**src/rtl/clk_cal_pkg.sv**
```systemverilog
package clk_cal_pkg;
    typedef enum logic [1:0] {
        PH_CAL   = 2'd0,
        PH_CONV  = 2'd1,
        PH_LATCH = 2'd2,
        PH_RET   = 2'd3
    } cal_phase_e;

    // enable vector bit order: amp, fvc_ref, fvc_osc, count, sar
    localparam int unsigned N_EN    = 5;
    localparam int unsigned EN_AMP  = 0;
    localparam int unsigned EN_FVR  = 1;
    localparam int unsigned EN_FVO  = 2;
    localparam int unsigned EN_CNT  = 3;
    localparam int unsigned EN_SAR  = 4;
endpackage

```
**src/rtl/cal_settle_timer.sv**
```systemverilog
module cal_settle_timer #(
    parameter int unsigned SETTLE_CYCLES = 64,
    parameter int unsigned CNT_W         = $clog2(SETTLE_CYCLES + 1)
) (
    input  logic clk,
    input  logic rst_n,
    input  logic run,
    output logic expired
);
    localparam logic [CNT_W-1:0] LAST = CNT_W'(SETTLE_CYCLES - 1);

    typedef struct packed {
        logic [CNT_W-1:0] cnt;
    } tmr_t;

    tmr_t s_d, s_q;

    always_comb begin
        s_d = s_q;
        if (run) s_d.cnt = s_q.cnt + CNT_W'(1);
        else     s_d.cnt = '0;
    end

    always_ff @(posedge clk or negedge rst_n) begin
        if (!rst_n) s_q <= '0;
        else        s_q <= s_d;
    end

    assign expired = run && (s_q.cnt == LAST);

    // the count never passes the settle limit while running
    p_cnt_bound_r3: assert property (@(posedge clk) disable iff (!rst_n)
        run |-> (s_q.cnt <= LAST));
endmodule

```
**src/rtl/cal_sar_engine.sv**
```systemverilog
module cal_sar_engine #(
    parameter int unsigned CODE_W = 10,
    parameter int unsigned IDX_W  = $clog2(CODE_W)
) (
    input  logic              clk,
    input  logic              rst_n,
    input  logic              start,
    input  logic              step,
    input  logic              clear,
    input  logic              cmp_bit,
    output logic [CODE_W-1:0] trial_code,
    output logic              last_step
);
    localparam logic [CODE_W-1:0] MID   = CODE_W'(1) << (CODE_W - 1);
    localparam logic [IDX_W-1:0]  TOP_I = IDX_W'(CODE_W - 1);

    typedef struct packed {
        logic [CODE_W-1:0] trial;
        logic [IDX_W-1:0]  idx;
    } sar_t;

    sar_t s_d, s_q;

    always_comb begin
        s_d = s_q;
        if (start) begin
            s_d.trial = MID;
            s_d.idx   = TOP_I;
        end else if (step) begin
            s_d.trial[s_q.idx] = cmp_bit;
            if (s_q.idx != '0) begin
                s_d.trial[s_q.idx - IDX_W'(1)] = 1'b1;
                s_d.idx = s_q.idx - IDX_W'(1);
            end
        end else if (clear) begin
            s_d.trial = '0;
            s_d.idx   = '0;
        end
    end

    always_ff @(posedge clk or negedge rst_n) begin
        if (!rst_n) s_q <= '0;
        else        s_q <= s_d;
    end

    assign trial_code = s_q.trial;
    assign last_step  = step && (s_q.idx == '0);

    // the search opens at mid-scale
    p_mid_start_r4: assert property (@(posedge clk) disable iff (!rst_n)
        start |=> (trial_code == MID));
    // a high comparator clears no bit
    p_keep_r6: assert property (@(posedge clk) disable iff (!rst_n)
        (step && cmp_bit) |=> ((trial_code & $past(trial_code)) == $past(trial_code)));
    // a low comparator never adds a set bit
    p_clear_r6: assert property (@(posedge clk) disable iff (!rst_n)
        (step && !cmp_bit) |=> ($countones(trial_code) <= $countones($past(trial_code))));
endmodule

```
**src/rtl/cal_hold_bank.sv**
```systemverilog
module cal_hold_bank
    import clk_cal_pkg::*;
#(
    parameter int unsigned CODE_W = 10
) (
    input  logic              clk,
    input  logic              rst_n,
    input  logic              latch,
    input  logic              rearm,
    input  logic [CODE_W-1:0] code_in,
    output logic [CODE_W-1:0] hold_code,
    output logic              done,
    output logic              osc_sel_hold,
    output logic [N_EN-1:0]   en_vec
);
    typedef struct packed {
        logic [CODE_W-1:0] hold;
        logic              done;
        logic              sel;
        logic [N_EN-1:0]   en;
    } hb_t;

    hb_t s_d, s_q;

    always_comb begin
        s_d = s_q;
        if (latch) begin
            s_d.hold = code_in;
            s_d.done = 1'b1;
            s_d.sel  = 1'b1;
            s_d.en   = '0;
        end else if (rearm) begin
            s_d.done = 1'b0;
            s_d.sel  = 1'b0;
            s_d.en   = '1;
        end
    end

    always_ff @(posedge clk or negedge rst_n) begin
        if (!rst_n) begin
            s_q.hold <= '0;
            s_q.done <= 1'b0;
            s_q.sel  <= 1'b0;
            s_q.en   <= '1;
        end else begin
            s_q <= s_d;
        end
    end

    assign hold_code    = s_q.hold;
    assign done         = s_q.done;
    assign osc_sel_hold = s_q.sel;
    assign en_vec       = s_q.en;

    // retention means hold source and every loop block off
    p_off_when_done_r8: assert property (@(posedge clk) disable iff (!rst_n)
        done |-> (osc_sel_hold && (en_vec == '0)));
    // held code does not move while retained
    p_hold_stable_r9: assert property (@(posedge clk) disable iff (!rst_n)
        (done && !rearm) |=> (done && $stable(hold_code)));
    // a restart powers the loop back up
    p_rearm_r10: assert property (@(posedge clk) disable iff (!rst_n)
        rearm |=> (!done && !osc_sel_hold && (en_vec == '1)));
endmodule

```
**src/rtl/clk_cal_hold_ctrl.sv**
```systemverilog
module clk_cal_hold_ctrl
    import clk_cal_pkg::*;
#(
    parameter int unsigned CODE_W        = 10,
    parameter int unsigned SETTLE_CYCLES = 64
) (
    input  logic              clk,
    input  logic              rst_n,
    input  logic              cal_req,
    input  logic              cmp_bit,
    output logic [CODE_W-1:0] trial_code,
    output logic [CODE_W-1:0] hold_code,
    output logic              osc_sel_hold,
    output logic              en_amp,
    output logic              en_fvc_ref,
    output logic              en_fvc_osc,
    output logic              en_count,
    output logic              en_sar,
    output logic              done
);
    typedef struct packed {
        cal_phase_e phase;
    } fsm_t;

    fsm_t s_d, s_q;
    logic settle_done, sar_last;
    logic [N_EN-1:0] en_vec;

    always_comb begin
        s_d = s_q;
        unique case (s_q.phase)
            PH_CAL:   if (settle_done) s_d.phase = PH_CONV;
            PH_CONV:  if (sar_last)    s_d.phase = PH_LATCH;
            PH_LATCH:                  s_d.phase = PH_RET;
            PH_RET:   if (cal_req)     s_d.phase = PH_CAL;
            default:                   s_d.phase = PH_CAL;
        endcase
    end

    always_ff @(posedge clk or negedge rst_n) begin
        if (!rst_n) s_q.phase <= PH_CAL;
        else        s_q <= s_d;
    end

    cal_settle_timer #(
        .SETTLE_CYCLES (SETTLE_CYCLES)
    ) u_timer (
        .clk     (clk),
        .rst_n   (rst_n),
        .run     (s_q.phase == PH_CAL),
        .expired (settle_done)
    );

    cal_sar_engine #(
        .CODE_W (CODE_W)
    ) u_sar (
        .clk        (clk),
        .rst_n      (rst_n),
        .start      ((s_q.phase == PH_CAL) && settle_done),
        .step       (s_q.phase == PH_CONV),
        .clear      (s_q.phase == PH_LATCH),
        .cmp_bit    (cmp_bit),
        .trial_code (trial_code),
        .last_step  (sar_last)
    );

    cal_hold_bank #(
        .CODE_W (CODE_W)
    ) u_hold (
        .clk          (clk),
        .rst_n        (rst_n),
        .latch        (s_q.phase == PH_LATCH),
        .rearm        ((s_q.phase == PH_RET) && cal_req),
        .code_in      (trial_code),
        .hold_code    (hold_code),
        .done         (done),
        .osc_sel_hold (osc_sel_hold),
        .en_vec       (en_vec)
    );

    assign en_amp     = en_vec[EN_AMP];
    assign en_fvc_ref = en_vec[EN_FVR];
    assign en_fvc_osc = en_vec[EN_FVO];
    assign en_count   = en_vec[EN_CNT];
    assign en_sar     = en_vec[EN_SAR];

    // conversion is entered only from calibration
    p_order_conv_r1: assert property (@(posedge clk) disable iff (!rst_n)
        (s_q.phase == PH_CONV) |-> ($past(s_q.phase) == PH_CAL || $past(s_q.phase) == PH_CONV));
    // latch follows the last decision
    p_latch_after_conv_r7: assert property (@(posedge clk) disable iff (!rst_n)
        (s_q.phase == PH_LATCH) |-> ($past(s_q.phase) == PH_CONV));
    // done only rises out of the latch cycle
    p_done_source_r7: assert property (@(posedge clk) disable iff (!rst_n)
        $rose(done) |-> ($past(s_q.phase) == PH_LATCH));
    // a request mid-conversion does not restart calibration
    p_ignore_req_r11: assert property (@(posedge clk) disable iff (!rst_n)
        ((s_q.phase == PH_CONV) && cal_req) |=> (s_q.phase != PH_CAL));
    // the search DAC is idle during retention
    p_idle_trial_r9: assert property (@(posedge clk) disable iff (!rst_n)
        (s_q.phase == PH_RET) |-> (trial_code == '0));
endmodule

```
**config.mk**
```make
export PLATFORM = sky130hd
export DESIGN_NAME = clk_cal_hold_ctrl
export DESIGN_NICKNAME = d
export VERILOG_FILES = /design/src/rtl/clk_cal_pkg.sv /design/src/rtl/cal_settle_timer.sv /design/src/rtl/cal_sar_engine.sv /design/src/rtl/cal_hold_bank.sv /design/src/rtl/clk_cal_hold_ctrl.sv
export SDC_FILE = /design/constraint.sdc
export NUM_CORES = 1
export LEC_CHECK = 0
export CAP_MARGIN = 0
export CORE_MARGIN = 2
export CORE_UTILIZATION = 40
export DETAILED_ROUTE_END_ITERATION = 10
export DONT_BUFFER_PORTS = 1
export GPL_TIMING_DRIVEN = 0
export SYNTH_ARGS = -nofsm -noshare
export SYNTH_HDL_FRONTEND = slang
export SYNTH_HIERARCHICAL = 1
export SYNTH_SLANG_ARGS = --single-unit
```
**constraint.sdc**
```tcl
create_clock -name clk -period 2.7 [get_ports clk]
set_input_delay 0.27 -clock clk [delete_from_list [all_inputs] [get_ports clk]]
set_output_delay 0.27 -clock clk [all_outputs]
set_load 0.01 [all_outputs]
```
==> results of run 1 <==
-- cell families after synthesis --
group                    synth area share
AND/OR/NAND/NOR                     0.170
AO/OA/AOI/OAI                       0.139
flip-flops                          0.458
buffers and inverters               0.100
multiplexers                       0.0863
adder cells (fa/ha/maj)            0.0327
XOR/XNOR                           0.0137
-- final timing paths --
path / from / end / slack, ns
worst max register to register: s_q[0]$_DFFE_PN0P_ / u_sar/trial_code[5]$_DFFE_PN0P_ / 0.31
min in group asynchronous: rst_n / u_hold/done$_DFFE_PN0P_ / 0.44
worst max-delay path: s_q[0]$_DFFE_PN0P_ / u_sar/trial_code[5]$_DFFE_PN0P_ / 0.31
worst min register to register: u_timer/s_q[0]$_DFF_PN0_ / u_timer/s_q[0]$_DFF_PN0_ / 0.49
max in group asynchronous: rst_n / u_hold/en_vec[3]$_DFFE_PN1P_ / 2.02
worst min-delay path: cal_req / s_q[0]$_DFFE_PN0P_ / 0.28
-- metrics by stage --
step	hold WS, ns	setup WS, ns	total power [mW]
after floorplan	-0.0256	0.729	1.16
after global placement	-0.0244	0.372	1.26
after detailed placement	-0.0244	0.354	1.28
after CTS	0.277	0.333	1.87
after global routing	0.305	0.0677	1.97
final	0.284	0.307	1.86
-- flip-flops by register name, summed over array words and instances, names as in the netlist --
| name | cells |
|---|---|
| u_hold/hold_code | 10 |
| u_sar/trial_code | 10 |
| u_timer/s_q | 7 |
| u_sar/s_q | 4 |
| s_q | 2 |
| u_hold/done | 1 |
| u_hold/en_vec | 1 |
-- synthesized netlist by cell type, types with 2 or more instances --
| library cell | instances |
|---|---|
| dfrtp_1 | 34 |
| buf_4 | 15 |
| inv_1 | 9 |
| nor2_1 | 9 |
| mux2_4 | 8 |
| nor2b_1 | 8 |
| buf_2 | 6 |
| o21ai_0 | 6 |
| a21oi_1 | 5 |
| and2_1 | 5 |
| ha_1 | 5 |
| nor3_1 | 5 |
| a32o_1 | 4 |
| o21ai_1 | 4 |
| a22o_1 | 3 |
| mux2_2 | 3 |
| nand2_1 | 3 |
| nor4bb_1 | 3 |
| a21o_1 | 2 |
| and3_1 | 2 |
| nand2b_1 | 2 |
| nand3_1 | 2 |
| nor4b_1 | 2 |
| nor4b_2 | 2 |
| or3_1 | 2 |
| xnor2_1 | 2 |
-- power breakdown --
part,switching [mW],internal (mW)
Clock,0.190,0.369
Sequential,0.0601,0.588
Combinational,0.370,0.280
-- tightest hold or removal path: cells and delay by family --
kind            cells  cell delay [ns]
buf+inv             1             0.03
compound gates      2             0.23
-- layer usage --
metal  global-route usage  wire, um  vias up
met2                0.236      1820       57
met4               0.0823        97        0
met5                    0         0        -
met3               0.0456       226       12
li1                     -         -      632
met1                0.206      1800      668
-- final cells by class --
cell class / instances / area (sq um) / area share
Sequential cell: 35 / 877 / 0.409
Inverter: 9 / 33.8 / 0.0158
Multi-Input combinational cell: 108 / 846 / 0.394
Tap cell: 54 / 67.6 / 0.0315
Buffer: 23 / 158 / 0.0735
Clock inverter: 2 / 60.1 / 0.0280
Timing Repair Buffer: 2 / 30.0 / 0.0140
Clock buffer: 6 / 72.6 / 0.0338
-- repair_timing --
action                     CTS  global route
setup endpoints to repair    0             0
hold buffers                 2             0
hold endpoints to repair    35             0
==> summary.txt, run 1 <==
Global routing
  – Tot GR Track Use: 0.158
  – Vias in the first global route: 1389
  – First-pass GRT wire length: 6450 um
  – Antenna violations before repair: 0
  – Congestion Overflow GR: 0
  – Pin count of the biggest net entering global routing: 36

Layout
  – Ant. Diodes: 0
  – Area growth, synth to finish: 12.0%
  – Ratio of cells with drive above 1 in the final layout: 0.254
  – Commonest non-fill, non-tap cell in the layout: dfrtp_1
  – Final net count: 193
  – Post-layout util: 0.460
  – Non-Filler Instances: 239
  – # fillers: 420
  – Finished Cell Area: 2140 sq um
  – Most frequent cells in the layout: dfrtp_1 (34), buf_4 (15), inv_1 (9), nor2_1 (9)

STA
  – Final setup TNS: 0 ns
  – Min Tclk post-route: 2.39 ns
  – Slew Limit Headroom: 0.715
  – Count of final max-slew check failures: 0
  – Setup Skew: 0.00430 ns
  – Hold Vio Cnt, Final: 0
  – Worst Tran Pin Value: 0.427 ns
  – Final period util: 0.886
  – FMAX: 418 MHz
  – Final setup fails: 0
  – RSZ-0062 raised after global routing: no

Clocking
  – Post-cts resize count: 0
  – Worst-Skew Late Latency: 0.29 ns
  – CTS tree: built
  – Clock net sink count: 35
  – Worst-path clk slew: 0.07 ns
  – H-tree lvl count: 2
  – Clock Path Buffers: 2
  – Cts bufs inserted: 5
  – Root Buffer: clkbuf_8
  – Setup repair bufs after CTS: 0

Setup path
  – CP Max Fanout: 11
  – Worst setup EP type: register
  – Stages on the worst setup path: 8
  – Top delay family on crit path: simple AND/OR/NAND/NOR gates
  – CP Buf/Inv Count: 2
  – Slowest Stage Delay on Critical Path: 0.41 ns
  – Crit path cell chain: inv_1 -> ha_1 -> nor4b_2 -> and2_2 -> or3_1 -> clkbuf_1 -> o21ai_0 -> a32o_1
  – Arrival time worst endpoint: 2.57 ns
  – Worst setup SP type: register
  – CP max stage cell: dfrtp_1
  – Critical Path RT: 2.88 ns
  – Crit Path Class: reg -> reg
  – Worst Reg-to-Reg Cells: 8

Worst hold path
  – Hold Path Class: in -> reg
  – WHS Path Cells: 3

Routing
  – Average routed wire per standard cell: 16.5 um
  – DRT iter0 DRCs: 92
  – TritonRoute pass-1 iters: 4
  – Post-DR vias/cell: 5.73
  – Residual DRC: 0
  – Routed wire length: 3940 um
  – Routed Antenna Nets: 0
  – Via count: 1369

Synth
  – Mapped Area: 1910 sq um
  – Synth area leader: dfrtp_1
  – Avg Synthesized Cell Area: 10.9 sq um
  – Ys Warns: 6
  – Flops & latches, synth: 35
  – Top cells by area, synth: dfrtp_1 (44%), mux2_4 (6.3%), buf_4 (5.9%)
  – Synth cell types: 50
  – Synth Net Count: 184
  – Async SR Flop Fraction: 1.00
  – Yosys top cell area share: 0.444
  – Sequential fraction of the synthesis area: 0.458
  – Number of flops mapped to enable cells by yosys: 0
  – Ys flop type: dfrtp_1
  – Gate Count Post-Synth: 175

Floorplanning
  – DIE WIDTH: 73.2 um
  – I/O Pins: 31
  – Die Area: 5360 sq um
  – Initial Util: 0.411
  – Core Rows: 25
  – Die height: 73.2 um
  – Core area: 4660 sq um

Pwr
  – Peak VDD IR: 0.362 mV
  – Power Dens Cells: 866 nW/um^2
  – Static Leak: 1.04 nW

Placement
  – Placed cells: 229
  – Port-buffer cells: 0
  – Total placed instance area: 1980 sq um
  – Half-perimeter wire length after placement: 2670 um
  – RePlAce Congestion: 0.937

Outcome
  – Status: complete, no violations

Job
  – Max-cap violations: 0
No activity file was read; power rests on OpenSTA's default activity.
==> run 2: changes to the inputs <==
Settings changed: CORE_UTILIZATION 40 to 62, PLACE_DENSITY set to 0.78.
==> run 2 against run 1 <==
  * Sequential power about the same
  * Final cell count down 9.2%
  * Flip-flop and latch count unchanged
  * Global-route usage up 7.8 points
  * Routed wire length down 4.1%
  * Die area down 34%
  * Power down 15%
  * Count of clock-buffer cells in the layout up 1
  * Critical path type unchanged
  * Largest cell class unchanged
  * Largest power group is now sequential cells
  * Highest routed layer unchanged
==> summary.txt, run 2 (synthesis results as in run 1) <==
Setup path
  – Arrival time worst endpoint: 2.62 ns (+0.05 ns)
  – Worst setup SP type: register
  – Critical Path RT: 2.93 ns (+0.05 ns)
  – Crit Path Class: reg -> reg
  – CP Max Fanout: 11 (unchanged)
  – Worst setup EP type: register
  – Setup crit start: s_q[0]$_DFFE_PN0P_
  – FF-to-FF Start: s_q[0]$_DFFE_PN0P_

STA
  – Min Tclk post-route: 2.39 ns (-0.00547 ns)
  – Setup Skew: 0.00386 ns (-0.000435 ns)
  – FMAX: 419 MHz (+0.23%)
  – Hold Vio Cnt, Final: 0 (unchanged)
  – Final period util: 0.884 (-0.00203)
  – Hold Slack: 0.239 ns (-0.0441 ns)
  – RSZ-0062 raised after global routing: no
  – Worst Tran Pin Value: 0.426 ns (-0.000629 ns)
  – Final setup TNS: 0 ns (unchanged)
  – Slew Limit Headroom: 0.715 (about the same)
  – Final setup fails: 0 (unchanged)
  – Count of final max-slew check failures: 0 (unchanged)

Routing
  – Via count: 1326 (-3.1%)
  – Routed Antenna Nets: 0 (unchanged)
  – Residual DRC: 0 (unchanged)
  – Post-DR vias/cell: 6.11 (+6.7%)
  – TritonRoute pass-1 iters: 6 (+2)
  – Average routed wire per standard cell: 17.4 um (+5.6%)
  – Routed wire length: 3780 um (-4.1%)
  – DRT iter0 DRCs: 52 (-43%)

Layout
  – Most frequent cells in the layout: dfrtp_1 (34), buf_4 (15), inv_1 (9), nor2_1 (9)
  – Ratio of cells with drive above 1 in the final layout: 0.255 (+0.00138)
  – Final net count: 192 (-0.52%)
  – Area growth, synth to finish: 6.67%
  – Finished Cell Area: 2040 sq um (-4.8%)
  – Ant. Diodes: 0 (unchanged)
  – Commonest non-fill, non-tap cell in the layout: dfrtp_1

Pwr
  – Peak VDD IR: 0.476 mV (+32%)
  – Total power: 1.58 mW (-15%)
  – Power Dens Cells: 775 nW/um^2 (-10%)
  – Static Leak: 1.00 nW (-3.0%)

Floorplanning
  – Core Rows: 20 (-20%)
  – Initial Util: 0.638 (+0.227)
  – Core area: 3000 sq um (-36%)
  – DIE WIDTH: 59.6 um (-19%)
  – Die height: 59.6 um (-19%)
  – Die Area: 3550 sq um (-34%)
  – I/O Pins: 31 (unchanged)

Worst hold path
  – Hold Path Class: in -> reg
  – Hold Startpoint: cal_req

Placement
  – Half-perimeter wire length after placement: 2640 um (-1.3%)
  – Total placed instance area: 1960 sq um (-1.3%)
  – Port-buffer cells: 0 (unchanged)
  – RePlAce Congestion: 0.878 (-6.3%)

Clocking
  – Clock net sink count: 35 (unchanged)
  – Root Buffer: clkbuf_4
  – Worst-path clk slew: 0.10 ns (+0.03 ns)
  – Cts bufs inserted: 5 (unchanged)
  – Clock Path Buffers: 2 (unchanged)
  – Worst-Skew Late Latency: 0.34 ns (+0.05 ns)
  – H-tree lvl count: 2 (unchanged)
  – CTS tree: built

Job
  – Max-cap violations: 0 (unchanged)

Global routing
  – Antenna violations before repair: 0 (unchanged)
  – Congestion Overflow GR: 0 (unchanged)
  – First-pass GRT wire length: 6170 um (-4.4%)
  – Pin count of the biggest net entering global routing: 36 (unchanged)
  – Tot GR Track Use: 0.236 (+0.0784)
  – Vias in the first global route: 1343 (-3.3%)

Outcome
  – Status: complete, no violations
run 2: cell types whose count changed in the layout (fill, tap and decap cells not counted):
cell	change
bufinv_16	-2
clkinv_2	+1
clkbuf_8	-4
clkbuf_4	+5
clkbuf_1	-1
run 2: worst paths after layout:
kind / slack, ns / to / cells past startpoint
hold reg to reg: 0.50 / u_timer/s_q[0]$_DFF_PN0_ / 1
max in group asynchronous: 2.08 / u_hold/en_vec[3]$_DFFE_PN1P_ / 2
setup / recovery: 0.31 / u_sar/trial_code[6]$_DFFE_PN0P_ / 8
min in group asynchronous: 0.38 / u_timer/s_q[3]$_DFF_PN0_ / 2
setup reg to reg: 0.31 / u_sar/trial_code[6]$_DFFE_PN0P_ / 8
hold / removal: 0.24 / s_q[0]$_DFFE_PN0P_ / 3
run 2: worst max-delay path: stages (launching register included):
cell      delay [ns]
dfrtp_1         0.44
inv_1           0.10
ha_1            0.32
nor4b_2         0.34
and2_2          0.29
nand2b_1        0.21
buf_2           0.25
o21ai_1         0.11
a32o_1          0.22
run 2: routing by layer:
| layer | track usage | part of all wire | up-vias |
|---|---|---|---|
| met5 | 0 | 0 | - |
| met4 | 0.0857 | 0.011 | 0 |
| met3 | 0.0721 | 0.060 | 6 |
| met2 | 0.364 | 0.50 | 41 |
| met1 | 0.314 | 0.43 | 653 |
| li1 | - | - | 626 |
run 2: through the flow:
stage,std cells,util,setup WS (ns)
after global placement,208,0.651,0.374
after global routing,217,0.680,0.0764
after floorplan,175,-,0.729
after detailed placement,208,0.651,0.263
after CTS,218,0.681,0.240
final,217,0.680,0.312
run 2: layout make-up:
| cell class | count | area [sq um] |
|---|---|---|
| Clock buffer | 7 | 55.1 |
| Sequential cell | 35 | 877 |
| Buffer | 22 | 154 |
| Multi-Input combinational cell | 108 | 846 |
| Clock inverter | 1 | 5.00 |
| Tap cell | 33 | 41.3 |
| Timing Repair Buffer | 2 | 30.0 |
| Fill cell | 246 | 961 |
| Inverter | 9 | 33.8 |
run 2: repair_timing:
item | in CTS | in global routing
buffers inserted | 0 | 0
hold buffers | 2 | 0
endpoints found under the hold margin | 35 | 0
gates resized for setup | 0 | 0
endpoints found under the setup margin | 0 | 1
run 2: report_power, final:
group	total, mW	internal (mW)	switching (mW)	leakage, nW
registers	0.651	0.587	0.0639	0.473
logic	0.636	0.277	0.359	0.497
clock network	0.295	0.126	0.169	0.0353
total	1.58	0.990	0.592	1.00
